[src/rtl/linseq_pkg.sv]
package linseq_pkg;

    localparam int BYTE_W      = 8;
    localparam int CRC_W       = 16;
    localparam int OPT_W       = 3;
    localparam int OPT_DIR_BIT = 0;
    localparam int OPT_CKS_BIT = 1;
    localparam int OPT_CRC_BIT = 2;

    typedef enum logic [3:0] {
        ST_ID,
        ST_LEN,
        ST_OPT,
        ST_TMO,
        ST_DATA,
        ST_CRCH,
        ST_CRCL,
        ST_CKS,
        ST_FIN
    } seq_st_e;

    typedef struct packed {
        seq_st_e             st;
        logic [BYTE_W-1:0]   len;
        logic [BYTE_W-1:0]   cnt;
        logic [OPT_W-1:0]    opt;
        logic                ov;
        logic [BYTE_W-1:0]   od;
        logic                err;
        logic                done;
    } seq_regs_t;

    // One byte of a left-shifting CRC, data folded into the top byte.
    function automatic logic [CRC_W-1:0] crc_step(input logic [CRC_W-1:0] c,
                                                  input logic [BYTE_W-1:0] b,
                                                  input logic [CRC_W-1:0] poly);
        logic [CRC_W-1:0] x;
        x = c ^ {b, {(CRC_W-BYTE_W){1'b0}}};
        for (int i = 0; i < BYTE_W; i++) begin
            x = x[CRC_W-1] ? ((x << 1) ^ poly) : (x << 1);
        end
        return x;
    endfunction

    // Sum with the carry folded back into bit 0.
    function automatic logic [BYTE_W-1:0] cks_step(input logic [BYTE_W-1:0] s,
                                                   input logic [BYTE_W-1:0] b);
        logic [BYTE_W:0] t;
        t = {1'b0, s} + {1'b0, b};
        return t[BYTE_W-1:0] + {{(BYTE_W-1){1'b0}}, t[BYTE_W]};
    endfunction

    // Trailer state that follows the last data byte.
    function automatic seq_st_e after_data(input logic [OPT_W-1:0] o);
        if (o[OPT_CRC_BIT])      return ST_CRCH;
        else if (o[OPT_CKS_BIT]) return ST_CKS;
        else                     return ST_FIN;
    endfunction

endpackage

[src/rtl/linseq_idfmt.sv]
module linseq_idfmt
    import linseq_pkg::*;
(
    input  logic [BYTE_W-1:0] raw,
    input  logic              par_en,
    output logic [BYTE_W-1:0] id_out
);
    logic p0;
    logic p1;

    always_comb begin
        p0 = raw[0] ^ raw[1] ^ raw[2] ^ raw[4];
        p1 = ~(raw[1] ^ raw[3] ^ raw[4] ^ raw[5]);
        id_out = par_en ? {p1, p0, raw[5:0]} : raw;
    end

endmodule

[src/rtl/linseq_crc.sv]
module linseq_crc
    import linseq_pkg::*;
#(
    parameter logic [CRC_W-1:0] POLY = 16'h1021,
    parameter logic [CRC_W-1:0] INIT = 16'hFFFF
) (
    input  logic              clk,
    input  logic              rst_n,
    input  logic              clr,
    input  logic              upd,
    input  logic [BYTE_W-1:0] din,
    output logic [CRC_W-1:0]  crc
);
    logic [CRC_W-1:0] crc_d, crc_q;

    always_comb begin
        crc_d = crc_q;
        if (clr)      crc_d = INIT;
        else if (upd) crc_d = crc_step(crc_q, din, POLY);
    end

    always_ff @(posedge clk or negedge rst_n) begin
        if (!rst_n) crc_q <= INIT;
        else        crc_q <= crc_d;
    end

    assign crc = crc_q;

    // a cleared accumulator restarts from the initial value
    a_r6_crc_restart: assert property (@(posedge clk) disable iff (!rst_n)
        clr |=> (crc == INIT));

endmodule

[src/rtl/linseq_cksum.sv]
module linseq_cksum
    import linseq_pkg::*;
(
    input  logic              clk,
    input  logic              rst_n,
    input  logic              clr,
    input  logic              upd,
    input  logic [BYTE_W-1:0] din,
    output logic [BYTE_W-1:0] sum
);
    logic [BYTE_W-1:0] sum_d, sum_q;

    always_comb begin
        sum_d = sum_q;
        if (clr)      sum_d = '0;
        else if (upd) sum_d = cks_step(sum_q, din);
    end

    always_ff @(posedge clk or negedge rst_n) begin
        if (!rst_n) sum_q <= '0;
        else        sum_q <= sum_d;
    end

    assign sum = sum_q;

    // a cleared sum starts at zero
    a_r6_sum_restart: assert property (@(posedge clk) disable iff (!rst_n)
        clr |=> (sum == '0));

endmodule

[src/rtl/linframe_tx_seq.sv]
module linframe_tx_seq
    import linseq_pkg::*;
#(
    parameter logic [CRC_W-1:0] CRC_POLY = 16'h1021,
    parameter logic [CRC_W-1:0] CRC_INIT = 16'hFFFF
) (
    input  logic              clk,
    input  logic              rst_n,
    input  logic              host_wr,
    input  logic [BYTE_W-1:0] host_data,
    output logic              tx_ready,
    input  logic              par_en,
    input  logic              flush,
    input  logic              bit_err,
    input  logic              err_clr,
    input  logic              done_clr,
    input  logic              done_ie,
    output logic              out_valid,
    output logic [BYTE_W-1:0] out_data,
    input  logic              out_ready,
    output logic              err_flag,
    output logic              done_flag,
    output logic              done_irq
);
    seq_regs_t         r_d, r_q;
    logic              acc_clr;
    logic              acc_upd;
    logic              accept;
    logic [BYTE_W-1:0] id_byte;
    logic [CRC_W-1:0]  crc_val;
    logic [BYTE_W-1:0] sum_val;
    logic [BYTE_W-1:0] cnt_inc;

    linseq_idfmt u_idfmt (
        .raw    (host_data),
        .par_en (par_en),
        .id_out (id_byte)
    );

    linseq_crc #(.POLY(CRC_POLY), .INIT(CRC_INIT)) u_crc (
        .clk   (clk),
        .rst_n (rst_n),
        .clr   (acc_clr),
        .upd   (acc_upd),
        .din   (host_data),
        .crc   (crc_val)
    );

    linseq_cksum u_sum (
        .clk   (clk),
        .rst_n (rst_n),
        .clr   (acc_clr),
        .upd   (acc_upd),
        .din   (host_data),
        .sum   (sum_val)
    );

    // Ready depends only on registered state.
    always_comb begin
        tx_ready = 1'b0;
        if (!r_q.err) begin
            unique case (r_q.st)
                ST_LEN, ST_OPT, ST_TMO: tx_ready = 1'b1;
                ST_ID, ST_DATA:         tx_ready = !r_q.ov;
                default:                tx_ready = 1'b0;
            endcase
        end
    end

    assign accept  = host_wr && tx_ready;
    assign cnt_inc = r_q.cnt + 8'd1;

    always_comb begin
        r_d     = r_q;
        acc_clr = 1'b0;
        acc_upd = 1'b0;

        if (r_q.ov && out_ready) r_d.ov = 1'b0;
        if (done_clr)            r_d.done = 1'b0;
        if (err_clr)             r_d.err = 1'b0;

        unique case (r_q.st)
            ST_ID: if (accept) begin
                r_d.od  = id_byte;
                r_d.ov  = 1'b1;
                r_d.st  = ST_LEN;
                acc_clr = 1'b1;
            end
            ST_LEN: if (accept) begin
                r_d.len = host_data;
                r_d.st  = ST_OPT;
            end
            ST_OPT: if (accept) begin
                r_d.opt = host_data[OPT_W-1:0];
                r_d.cnt = '0;
                if (!host_data[OPT_DIR_BIT])
                    r_d.st = ST_TMO;
                else if (r_q.len == '0)
                    r_d.st = after_data(host_data[OPT_W-1:0]);
                else
                    r_d.st = ST_DATA;
            end
            ST_TMO: if (accept) begin
                r_d.st = ST_FIN;
            end
            ST_DATA: if (accept) begin
                r_d.od  = host_data;
                r_d.ov  = 1'b1;
                r_d.cnt = cnt_inc;
                acc_upd = 1'b1;
                if (cnt_inc == r_q.len) r_d.st = after_data(r_q.opt);
            end
            ST_CRCH: if (!r_q.ov) begin
                r_d.od = crc_val[CRC_W-1:BYTE_W];
                r_d.ov = 1'b1;
                r_d.st = ST_CRCL;
            end
            ST_CRCL: if (!r_q.ov) begin
                r_d.od = crc_val[BYTE_W-1:0];
                r_d.ov = 1'b1;
                r_d.st = r_q.opt[OPT_CKS_BIT] ? ST_CKS : ST_FIN;
            end
            ST_CKS: if (!r_q.ov) begin
                r_d.od = ~sum_val;
                r_d.ov = 1'b1;
                r_d.st = ST_FIN;
            end
            ST_FIN: if (!r_q.ov) begin
                r_d.done = 1'b1;
                r_d.st   = ST_ID;
            end
            default: r_d.st = ST_ID;
        endcase

        if (bit_err) begin
            r_d.err = 1'b1;
            r_d.st  = ST_ID;
            r_d.ov  = 1'b0;
            acc_clr = 1'b1;
        end
        if (flush) begin
            r_d.st  = ST_ID;
            r_d.ov  = 1'b0;
            acc_clr = 1'b1;
        end
    end

    always_ff @(posedge clk or negedge rst_n) begin
        if (!rst_n) begin
            r_q <= '{st: ST_ID, len: '0, cnt: '0, opt: '0, ov: 1'b0,
                     od: '0, err: 1'b0, done: 1'b0};
        end else begin
            r_q <= r_d;
        end
    end

    assign out_valid = r_q.ov;
    assign out_data  = r_q.od;
    assign err_flag  = r_q.err;
    assign done_flag = r_q.done;
    assign done_irq  = r_q.done & done_ie;

    // host is locked out while an error is pending
    a_r7_err_locks: assert property (@(posedge clk) disable iff (!rst_n)
        err_flag |-> !tx_ready);

    // a stalled output byte holds steady
    a_r10_hold: assert property (@(posedge clk) disable iff (!rst_n)
        (out_valid && !out_ready && !bit_err && !flush)
            |=> (out_valid && $stable(out_data)));

    // flush lands in the identifier state with nothing pending
    a_r8_flush_idle: assert property (@(posedge clk) disable iff (!rst_n)
        flush |=> (r_q.st == ST_ID && !out_valid));

    // frame complete only when the output has drained
    a_r9_done_drained: assert property (@(posedge clk) disable iff (!rst_n)
        $rose(done_flag) |-> !out_valid);

    // a refused write in the data phase does not advance the count
    a_r1_refused_write: assert property (@(posedge clk) disable iff (!rst_n)
        (r_q.st == ST_DATA && host_wr && !tx_ready && !bit_err && !flush)
            |=> $stable(r_q.cnt));

endmodule

[config.mk]
export PLATFORM = sky130hd
export DESIGN_NAME = linframe_tx_seq
export DESIGN_NICKNAME = d
export VERILOG_FILES = /design/src/rtl/linseq_pkg.sv /design/src/rtl/linseq_idfmt.sv /design/src/rtl/linseq_crc.sv /design/src/rtl/linseq_cksum.sv /design/src/rtl/linframe_tx_seq.sv
export SDC_FILE = /design/constraint.sdc
export NUM_CORES = 1
export LEC_CHECK = 0
export ABC_CLOCK_PERIOD_IN_PS = 3800
export BUFFER_PORTS_ARGS = -buffer_cell sky130_fd_sc_hd__buf_2
export CORE_UTILIZATION = 35
export CTS_BUF_LIST = sky130_fd_sc_hd__clkbuf_8
export DETAILED_ROUTE_END_ITERATION = 12
export PLACE_DENSITY = 0.58
export SYNTH_ARGS = -nofsm -noshare
export SYNTH_HDL_FRONTEND = slang
export SYNTH_SLANG_ARGS = --single-unit
[constraint.sdc]
create_clock -name clk -period 3.8 [get_ports clk]
set_clock_uncertainty 0.2 [all_clocks]
set_input_delay 0.38 -clock clk [delete_from_list [all_inputs] [get_ports clk]]
set_output_delay 0.38 -clock clk [all_outputs]
set_load 0.02 [all_outputs]
* Yosys cells after proc, flatten, opt, wreduce, memory -nomap -nowiden *
Index checks and enable logic that the tools add are counted.

operators by class
  muxes and demuxes = 56
  equality and inequality tests = 25
  reductions and logical operators = 16
  add/subtract/negate cells = 3
  bitwise logic cells = 18

operators with widths
  operator                                             number
  two-way mux 13 bit                                   8
  two-way mux 4 bit                                    17
  two-way mux 9 bit                                    5
  one-hot mux 9 bit (5 select lines)                   1
  inequality test 4 bit, second input constant         10
  one-hot mux 4 bit (9 select lines)                   1
  two-way mux 16 bit                                   2
  two-way mux 8 bit                                    4
  NOT 3 bit                                            8
  equality test 4 x 3 -> 1 bit, second input constant  4
  one-hot mux 8 bit (2 select lines)                   1
  bitwise XOR 16 bit                                   1
  two-way mux 1 bit                                    14
  two-way mux 12 bit                                   1
  inequality test 2 bit, second input constant         6
  two-way mux 11 bit                                   1
  AND reduction 10 bit                                 1
  adder 8 x 8 -> 9 bit                                 1
  adder 8 x 1 -> 8 bit                                 1
  adder 8 x 1 -> 8 bit, second input constant          1
  equality test 4 x 2 -> 1 bit, second input constant  2
  equality test 8 bit                                  1
  zero test 8 bit                                      1
  NOT 8 bit                                            1
  other kinds (16)                                     25

storage, ports and cells
  register bits = 58
  output and inout port bits = 13
  bits of input ports = 18

* Logic depth before layout (Yosys ltp) *
Gate-level depths: netlist of the first run.

  word-level depth = 19
  mapped depth = 15

* Hierarchy *
Synthesis of the first run repeated with hierarchy kept, for this count alone.

unflattened totals
  cells, all modules = 428
  area, all modules = 4151.5 µm²

by module, submodules not included
  module           times used  cells an instance  seq. area each (µm²)  area each (µm²)
  linframe_tx_seq  1           238                825.8                 2133.3
  linseq_crc       1           80                 420.4                 1038.5
  linseq_cksum     1           96                 200.2                 859.6
  linseq_idfmt     1           14                 0.0                   120.1

* Least setup slack after synthesis of the first run *
Ideal clock, no wire load.

  path type = input-to-reg
  from = in host_data[1]
  to = reg u_sum.sum_q[7] (netlist: u_sum.sum[7])
  path buffers = 1
  slack = 634 ps
  stages = 14
  library setup time = 121 ps
  data arrival time = 2845 ps
  cells stage by stage = clkbuf_1 inv_1 fa_1 nand2b_1 a21oi_1 o31a_1 o21ai_0 nand2b_1 ha_1 nor3b_1 nand3_1 nand3b_1 xnor3_1 a22o_1

on the way
  word-level cells in the longest chain between the ends = 4

RTL lines
  what                  RTL line               RTL
  start, declared       linframe_tx_seq.sv:10  input logic [BYTE_W-1:0] host_data,
  adder 8 x 8 -> 9 bit  linseq_pkg.sv:49       t = {1'b0, s} + {1'b0, b};
  adder 8 x 1 -> 8 bit  linseq_pkg.sv:50       return t[BYTE_W-1:0] + {{(BYTE_W-1){1'b0}}, t[BYTE_W]};
  two-way mux 8 bit     linseq_cksum.sv:16     else if (upd) sum_d = cks_step(sum_q, din);
  two-way mux 8 bit     linseq_cksum.sv:15     if (clr) sum_d = '0;
  end signal, assigned  linseq_cksum.sv:21     else sum_q <= sum_d;
  end, declared         linseq_cksum.sv:11     logic [BYTE_W-1:0] sum_d, sum_q;

No other way between the ends. The select of a mux whose other input is x is not followed.
A chain may end at the register's enable or synchronous reset.

* Final worst setup path of the first run *
  from = reg u_sum.sum_q[0] (netlist: u_sum.sum[0])
  to = reg u_sum.sum_q[7] (netlist: u_sum.sum[7])

on the way
  word-level cells in the longest chain between the ends = 4

RTL lines
  what                  RTL line
  adder 8 x 8 -> 9 bit  linseq_pkg.sv:49
  adder 8 x 1 -> 8 bit  linseq_pkg.sv:50
  two-way mux 8 bit     linseq_cksum.sv:16
  two-way mux 8 bit     linseq_cksum.sv:15

No other way between the ends. The select of a mux whose other input is x is not followed.

==> results of run 1 <==
per-stage QoR:
stage	instance area, um^2	worst slack, ps	cells
after floorplan	3720	634	389
after CTS	4100	593	549
after global placement	3910	427	532
after detailed placement	3910	320	532
final	4100	599	549
after global routing	4100	418	549
how the worst min path moves through the flow:
stage                           start           end  cells past startpoint
final                           rst_n  u_sum.sum[7]                      1
after global routing          bit_err      err_flag                      2
after CTS                       rst_n       r_q[27]                      1
after detailed placement  out_data[3]   out_data[3]                      1
after global placement        r_q[21]       r_q[21]                      1
after floorplan                 rst_n     done_flag                      0
cells in the final DEF, fill, tap and decap left out, types with 6 or more instances in the layout:
cell,count
sky130_fd_sc_hd__buf_2,30
sky130_fd_sc_hd__xnor2_1,36
sky130_fd_sc_hd__nand2_1,33
sky130_fd_sc_hd__dfrtp_1,41
sky130_fd_sc_hd__nor3_1,9
sky130_fd_sc_hd__a221o_1,8
sky130_fd_sc_hd__xor2_1,12
sky130_fd_sc_hd__o211ai_1,6
sky130_fd_sc_hd__nor2_1,27
sky130_fd_sc_hd__clkbuf_8,9
sky130_fd_sc_hd__ha_1,11
sky130_fd_sc_hd__mux2_2,7
sky130_fd_sc_hd__a21oi_1,25
sky130_fd_sc_hd__dfstp_2,16
sky130_fd_sc_hd__o21ai_0,18
sky130_fd_sc_hd__o21ai_1,12
sky130_fd_sc_hd__inv_1,14
sky130_fd_sc_hd__nand2b_1,8
sky130_fd_sc_hd__nand3_1,8
timing repair:
item                      4_1_cts  5_1_grt
hold buffers                    1        0
hold endpoints to repair        1        0
resized for setup               0        0
registers in the layout, summed over array words and instances, names as in the netlist:
register / flops
r_q: 22
u_crc.crc: 16
out_data: 8
u_sum.sum: 8
done_flag: 1
err_flag: 1
out_valid: 1
logic make-up after synthesis:
kind of cell,Yosys count,synth area share
xor gates and xnor gates,51,0.128
adders and majority gates,12,0.0423
AOI/OAI and AO/OA,105,0.190
buffers and inverters,37,0.0544
muxes,12,0.0353
and+or+nand+nor,115,0.162
DFF,57,0.388
report_power, final:
| part | switching (mW) | total [mW] | internal (mW) |
|---|---|---|---|
| Combinational | 0.141 | 0.244 | 0.104 |
| Sequential | 0.0311 | 0.672 | 0.641 |
| Clock | 0.252 | 0.544 | 0.292 |
| Total | 0.424 | 1.46 | 1.04 |
layout make-up:
| class | instances | area (um^2) |
|---|---|---|
| Clock buffer | 9 | 124 |
| Clock inverter | 7 | 56.3 |
| Fill cell | 1058 | 6230 |
| Inverter | 11 | 41.3 |
| Multi-Input combinational cell | 295 | 2080 |
| Sequential cell | 57 | 1450 |
| Tap cell | 136 | 170 |
| Timing Repair Buffer | 34 | 183 |
routing by layer:
layer | up-vias | global-route usage
met5 | - | 0
met4 | 0 | 0.0795
met3 | 16 | 0.0381
met2 | 77 | 0.304
met1 | 1433 | 0.239
li1 | 1412 | -
worst max-delay path: stages (launching register included):
cell and delay (ps):
sky130_fd_sc_hd__dfrtp_1 380, sky130_fd_sc_hd__ha_1 180, sky130_fd_sc_hd__inv_1 50, sky130_fd_sc_hd__fa_1 380
sky130_fd_sc_hd__nand2b_1 170, sky130_fd_sc_hd__a21oi_1 180, sky130_fd_sc_hd__o31a_1 150, sky130_fd_sc_hd__o21ai_0 80
sky130_fd_sc_hd__nand2b_1 90, sky130_fd_sc_hd__ha_1 170, sky130_fd_sc_hd__nor3b_1 290, sky130_fd_sc_hd__nand3_1 170
sky130_fd_sc_hd__nand3b_1 200, sky130_fd_sc_hd__xnor3_1 190, sky130_fd_sc_hd__a22o_1 210
==> qor.yml, run 1 <==
outcome:
  outcome: "finished, violations left"
  violations: "hold timing"
layout:
  diodes: 0
  finalNetCount: 438
  final_util: 0.397
  layout-area-overhead-vs-synth_pct: 9.98
  drive_above_1_share: 0.218
critical_path:
  crit_end: "u_sum.sum[7]"
  worst_setup_sp_type: "flip-flop"
  timing.reg2reg.setup_slack_ps: 600
  category_of_the_worst_setup_path_capture_point: "flip-flop"
  critPathRequiredTime_ps: 3830
  critPathArrivalTime_ps: 3230
  ff2ff_path_depth: 14
  criticalPathCategory: "reg -> reg"
  timing.critical_path.fanout_max: 3
  timing.critical_path.from: "u_sum.sum[0]"
  r2r_start: "u_sum.sum[0]"
  r2r-end: "u_sum.sum[7]"
yosys:
  postSynthRegisterBits: 57
  synth_enable_flop_cells: 0
  synth_top_area_frac: 0.275
  ys.flop_type: "sky130_fd_sc_hd__dfrtp_1"
  synthesis.area_per_instance_um2: 9.58
  cell_count_after_synthesis: 389
  synthesized_area_um2: 3720
  yosys-top-cells-count: "sky130_fd_sc_hd__dfrtp_1, sky130_fd_sc_hd__xnor2_1, sky130_fd_sc_hd__nand2_1, sky130_fd_sc_hd__nor2_1, sky130_fd_sc_hd__a21oi_1"
  syn-num-nets: 419
  area_leader_netlist: "sky130_fd_sc_hd__dfrtp_1"
  synth.distinct_cells: 65
  synthesis.yosys.warnings: 0
  async_set_reset_flop_share_out_of_synthesis: 1.00
  synth.top_cells.by_area: "sky130_fd_sc_hd__dfrtp_1, sky130_fd_sc_hd__dfstp_2, sky130_fd_sc_hd__xnor2_1"
  synthMostInstantiatedCell: "sky130_fd_sc_hd__dfrtp_1"
  synth-seq-area-share: 0.388
die:
  floorplan.die_area_um2: 11100
  core_region_area_um2: 10300
  initial_utilization: 0.361
  placement_rows: 37
  die_height_um: 105
  top_level_ports: 31
  die_w_um: 105
min_path:
  hold_path.class: "in -> async"
run:
  maxCapViolations: 0
route:
  wl_met1_um: 4300
  vias: 2938
  totalWireLength_um: 9570
  wl_met3_um: 414
  first_pass_iters: 4
  drt_iter0_markers: 180
  dr_wl_met2_um: 4650
  drcViolationCount: 0
  final_antenna_net_count: 0
  avgRoutedWirePerCell_um: 17.4
  detail_route.vias_per_cell: 5.35
  topRoutingLayerUsed: "met4"
cts:
  tritoncts.num_buffers: 9
  clock_sink_count: 57
  h-tree-depth: 3
  post-cts-setup-buffer-count: 0
  cts.root.buffer_cell: "sky130_fd_sc_hd__clkbuf_8"
  cts.path.max_buffers: 2
  worst_skew_pair.late_latency_ps: 350
  cts_tree: "yes"
  cts.reportedPaths.clkPinSlew_ps: 60
sta:
  hold-worst-slack_ps: -16.5
  final_setup_violations: 0
  rsz0062_at_grt: "false"
  max_slew.worst_pin.slew_ps: 944
  period_needed_ps: 3200
  highest_clock_frequency_the_design_can_meet_mhz: 312
  slew_violations: 0
  worst_slew_margin_rel: 0.371
  period_share: 0.842
  finalHoldViolCount: 20
  totalNegativeSetupSlack_ps: 0
global_route:
  grt_antenna_before_repair: 0
  grt_max_degree: 40
  vias_in_the_first_global_route: 2981
  gr-usage-all-layers: 0.186
  grt_first_pass_wirelength_um: 15700
  overflow: 0
placed_design:
  globalplace.congestion: 0.820
  number_of_i_o_port_buffers: 30
  hpwl_um: 6830
pwr:
  leakagePower_nw: 1.66
  fin_total_pwr_mw: 1.46
  power_density_nw_per_um2: 357
  ir_drop_mv: 0.175
Note: power is estimated with default switching activity, not from simulation.
==> run 2: changes to the inputs <==
--- a/config.mk
+++ b/config.mk
@@ -5,7 +5,7 @@
 export SDC_FILE = /design/constraint.sdc
 export NUM_CORES = 1
 export LEC_CHECK = 0
-export ABC_CLOCK_PERIOD_IN_PS = 3800
+export ABC_CLOCK_PERIOD_IN_PS = 3100
 export BUFFER_PORTS_ARGS = -buffer_cell sky130_fd_sc_hd__buf_2
 export CORE_UTILIZATION = 35
 export CTS_BUF_LIST = sky130_fd_sc_hd__clkbuf_8
==> constraint.sdc (replaced) <==
create_clock -name clk -period 3.1 [get_ports clk]
set_clock_uncertainty 0.2 [all_clocks]
set_input_delay 0.31 -clock clk [delete_from_list [all_inputs] [get_ports clk]]
set_output_delay 0.31 -clock clk [all_outputs]
set_load 0.02 [all_outputs]
==> qor.yml, run 2 (synthesized netlist as in run 1, its figures left out) <==
cts:
  h-tree-depth: 3  # unchanged
  tritoncts.num_buffers: 9  # unchanged
  cts.reportedPaths.clkPinSlew_ps: 70  # was 60 ps
  cts.path.max_buffers: 2  # unchanged
  cts_tree: "yes"  # unchanged
  worst_skew_pair.late_latency_ps: 350  # about the same
  cts.root.buffer_cell: "sky130_fd_sc_hd__clkbuf_8"  # unchanged
  clock_sink_count: 57  # unchanged
layout:
  final.fill_count: 1011  # was 1058
  final_cell_mix: "sky130_fd_sc_hd__dfrtp_1, sky130_fd_sc_hd__xnor2_1, sky130_fd_sc_hd__nand2_1"  # unchanged
  drive_above_1_share: 0.256  # was 0.218
  diodes: 0  # unchanged
  finalNetCount: 451  # was 438
  mostFrequentLayoutCell: "sky130_fd_sc_hd__dfrtp_1"  # unchanged
  final_cell_count_no_fill: 562  # was 549
  largest-register: "r_q"  # unchanged
  largest_reg_flops: 22  # unchanged
  layout-area-overhead-vs-synth_pct: 14.7  # was 9.98%
  final_util: 0.414  # was 0.397
pwr:
  power_density_nw_per_um2: 452  # was 357 nW/um^2
  ir_drop_mv: 0.192  # was 0.175 mV
  leakagePower_nw: 1.74  # was 1.66 nW
route:
  final_antenna_net_count: 0  # unchanged
  totalWireLength_um: 9680  # was 9570 um
  avgRoutedWirePerCell_um: 17.2  # was 17.4 um
  first_pass_iters: 4  # unchanged
  drt_iter0_markers: 186  # was 180
  detail_route.vias_per_cell: 5.22  # was 5.35
  vias: 2934  # was 2938
  drcViolationCount: 0  # unchanged
sta:
  period_needed_ps: 2870  # was 3200 ps
  rsz0062_at_grt: "false"  # unchanged
  worst_slew_margin_rel: 0.496  # was 0.371
  final.setup.worst_slack_ps: 230  # was 599 ps
  max_slew.worst_pin.slew_ps: 757  # was 944 ps
  period_share: 0.926  # was 0.842
  highest_clock_frequency_the_design_can_meet_mhz: 348  # was 312 MHz
  finalHoldViolCount: 0  # was 20
  slew_violations: 0  # unchanged
  final_setup_violations: 0  # unchanged
placed_design:
  hpwl_um: 7100  # was 6830 um
  globalplace.congestion: 0.835  # was 0.820
  number_of_i_o_port_buffers: 30  # unchanged
  placedCellCount: 542  # was 532
  dpl_worst_slack_ps: -26.4  # was 320 ps
global_route:
  grt_first_pass_wirelength_um: 15600  # was 15700 um
  gr-usage-all-layers: 0.184  # was 0.186
  gr_met3_demand_resource: 0.0331  # was 0.0381
  grt_antenna_before_repair: 0  # unchanged
  grt.met2_usage: 0.298  # was 0.304
  grt_max_degree: 25  # was 40
  gr-usage-met1: 0.241  # was 0.239
  vias_in_the_first_global_route: 2854  # was 2981
  top_usage_layer: "met2"  # unchanged
  overflow: 0  # unchanged
critical_path:
  category_of_the_worst_setup_path_capture_point: "flip-flop"  # unchanged
  critPathArrivalTime_ps: 2910  # was 3230 ps
  critPathRequiredTime_ps: 3140  # was 3830 ps
  timing.reg2reg.setup_slack_ps: 230  # was 600 ps
  criticalPathCategory: "reg -> reg"  # unchanged
  worst_setup_sp_type: "flip-flop"  # unchanged
  timing.critical_path.fanout_max: 2  # was 3
die:
  floorplan.die_area_um2: 11100  # unchanged
  die_height_um: 105  # unchanged
  initial_utilization: 0.361  # unchanged
  core_region_area_um2: 10300  # unchanged
  top_level_ports: 31  # unchanged
  placement_rows: 37  # unchanged
  die_w_um: 105  # unchanged
run:
  maxCapViolations: 0  # unchanged
outcome:
  outcome: "finished, final reports clean"  # was finished, violations left
min_path:
  hold_path.class: "in -> reg"  # was in -> async
[run 2: area by class of cell]
cell class	count	area (um^2)	area share
clock buffer	11	151	0.0354
clock inverter	5	77.6	0.0182
inverter	11	41.3	0.00967
multi-input combinational	295	2100	0.492
sequential	57	1450	0.339
tap	136	170	0.0398
timing repair buffer	47	285	0.0668
[run 2: worst max-delay path, cell delays in order (launching register included)]
cell	delay [ps]
sky130_fd_sc_hd__dfrtp_1	360
sky130_fd_sc_hd__ha_1	170
sky130_fd_sc_hd__inv_1	60
sky130_fd_sc_hd__fa_2	350
sky130_fd_sc_hd__nand2b_4	160
sky130_fd_sc_hd__a21oi_2	150
sky130_fd_sc_hd__o31a_1	140
sky130_fd_sc_hd__o21ai_0	70
sky130_fd_sc_hd__nand2b_1	70
sky130_fd_sc_hd__ha_1	150
sky130_fd_sc_hd__nor3b_2	180
sky130_fd_sc_hd__nand3_1	110
sky130_fd_sc_hd__nand3b_1	200
sky130_fd_sc_hd__xnor3_1	190
sky130_fd_sc_hd__a22o_1	200
[run 2: worst paths after layout]
| check | startpoint | depth (start not counted) | end |
|---|---|---|---|
| max reg2reg | u_sum.sum[0] | 14 | u_sum.sum[7] |
| min | out_ready | 3 | out_valid |
| min reg2reg | out_data[5] | 1 | out_data[5] |
| max | u_sum.sum[0] | 14 | u_sum.sum[7] |
| max in group asynchronous | rst_n | 3 | u_crc.crc[3] |
| min in group asynchronous | rst_n | 2 | r_q[29] |
[run 2: report_power, final]
part | internal (mW) | switching (mW) | total, mW
registers | 0.785 | 0.0344 | 0.820
logic | 0.134 | 0.174 | 0.308
clock network | 0.493 | 0.311 | 0.804
[run 2: timing repair]
item                                    in CTS  in global routing
endpoints found under the setup margin       0                  4
hold buffers                                 3                  0
setup buffers                                0                  1
hold endpoints to repair                    24                  0
gates resized for setup                      0                  5
[run 2: through the flow]
| stage | hold WS [ps] | setup TNS [ps] | power (mW) | instance area, um^2 |
|---|---|---|---|---|
| 2_1_floorplan | -186 | 0 | 1.06 | 3720 |
| 3_3_place_gp | 140 | 0 | 1.14 | 3980 |
| 3_5_place_dp | 143 | -26.4 | 1.14 | 3980 |
| 4_1_cts | 5.73 | 0 | 1.95 | 4240 |
| 5_1_grt | 18.3 | 0 | 2.02 | 4270 |
| 6_report | 11.8 | 0 | 1.93 | 4270 |
[run 2: layer usage]
| metal | share of wire | routed length (um) | up-vias |
|---|---|---|---|
| met5 | 0 | 0 | - |
| met2 | 0.49 | 4720 | 55 |
| met3 | 0.027 | 264 | 20 |
| met4 | 0.022 | 212 | 0 |
| met1 | 0.46 | 4480 | 1428 |
| li1 | - | - | 1431 |
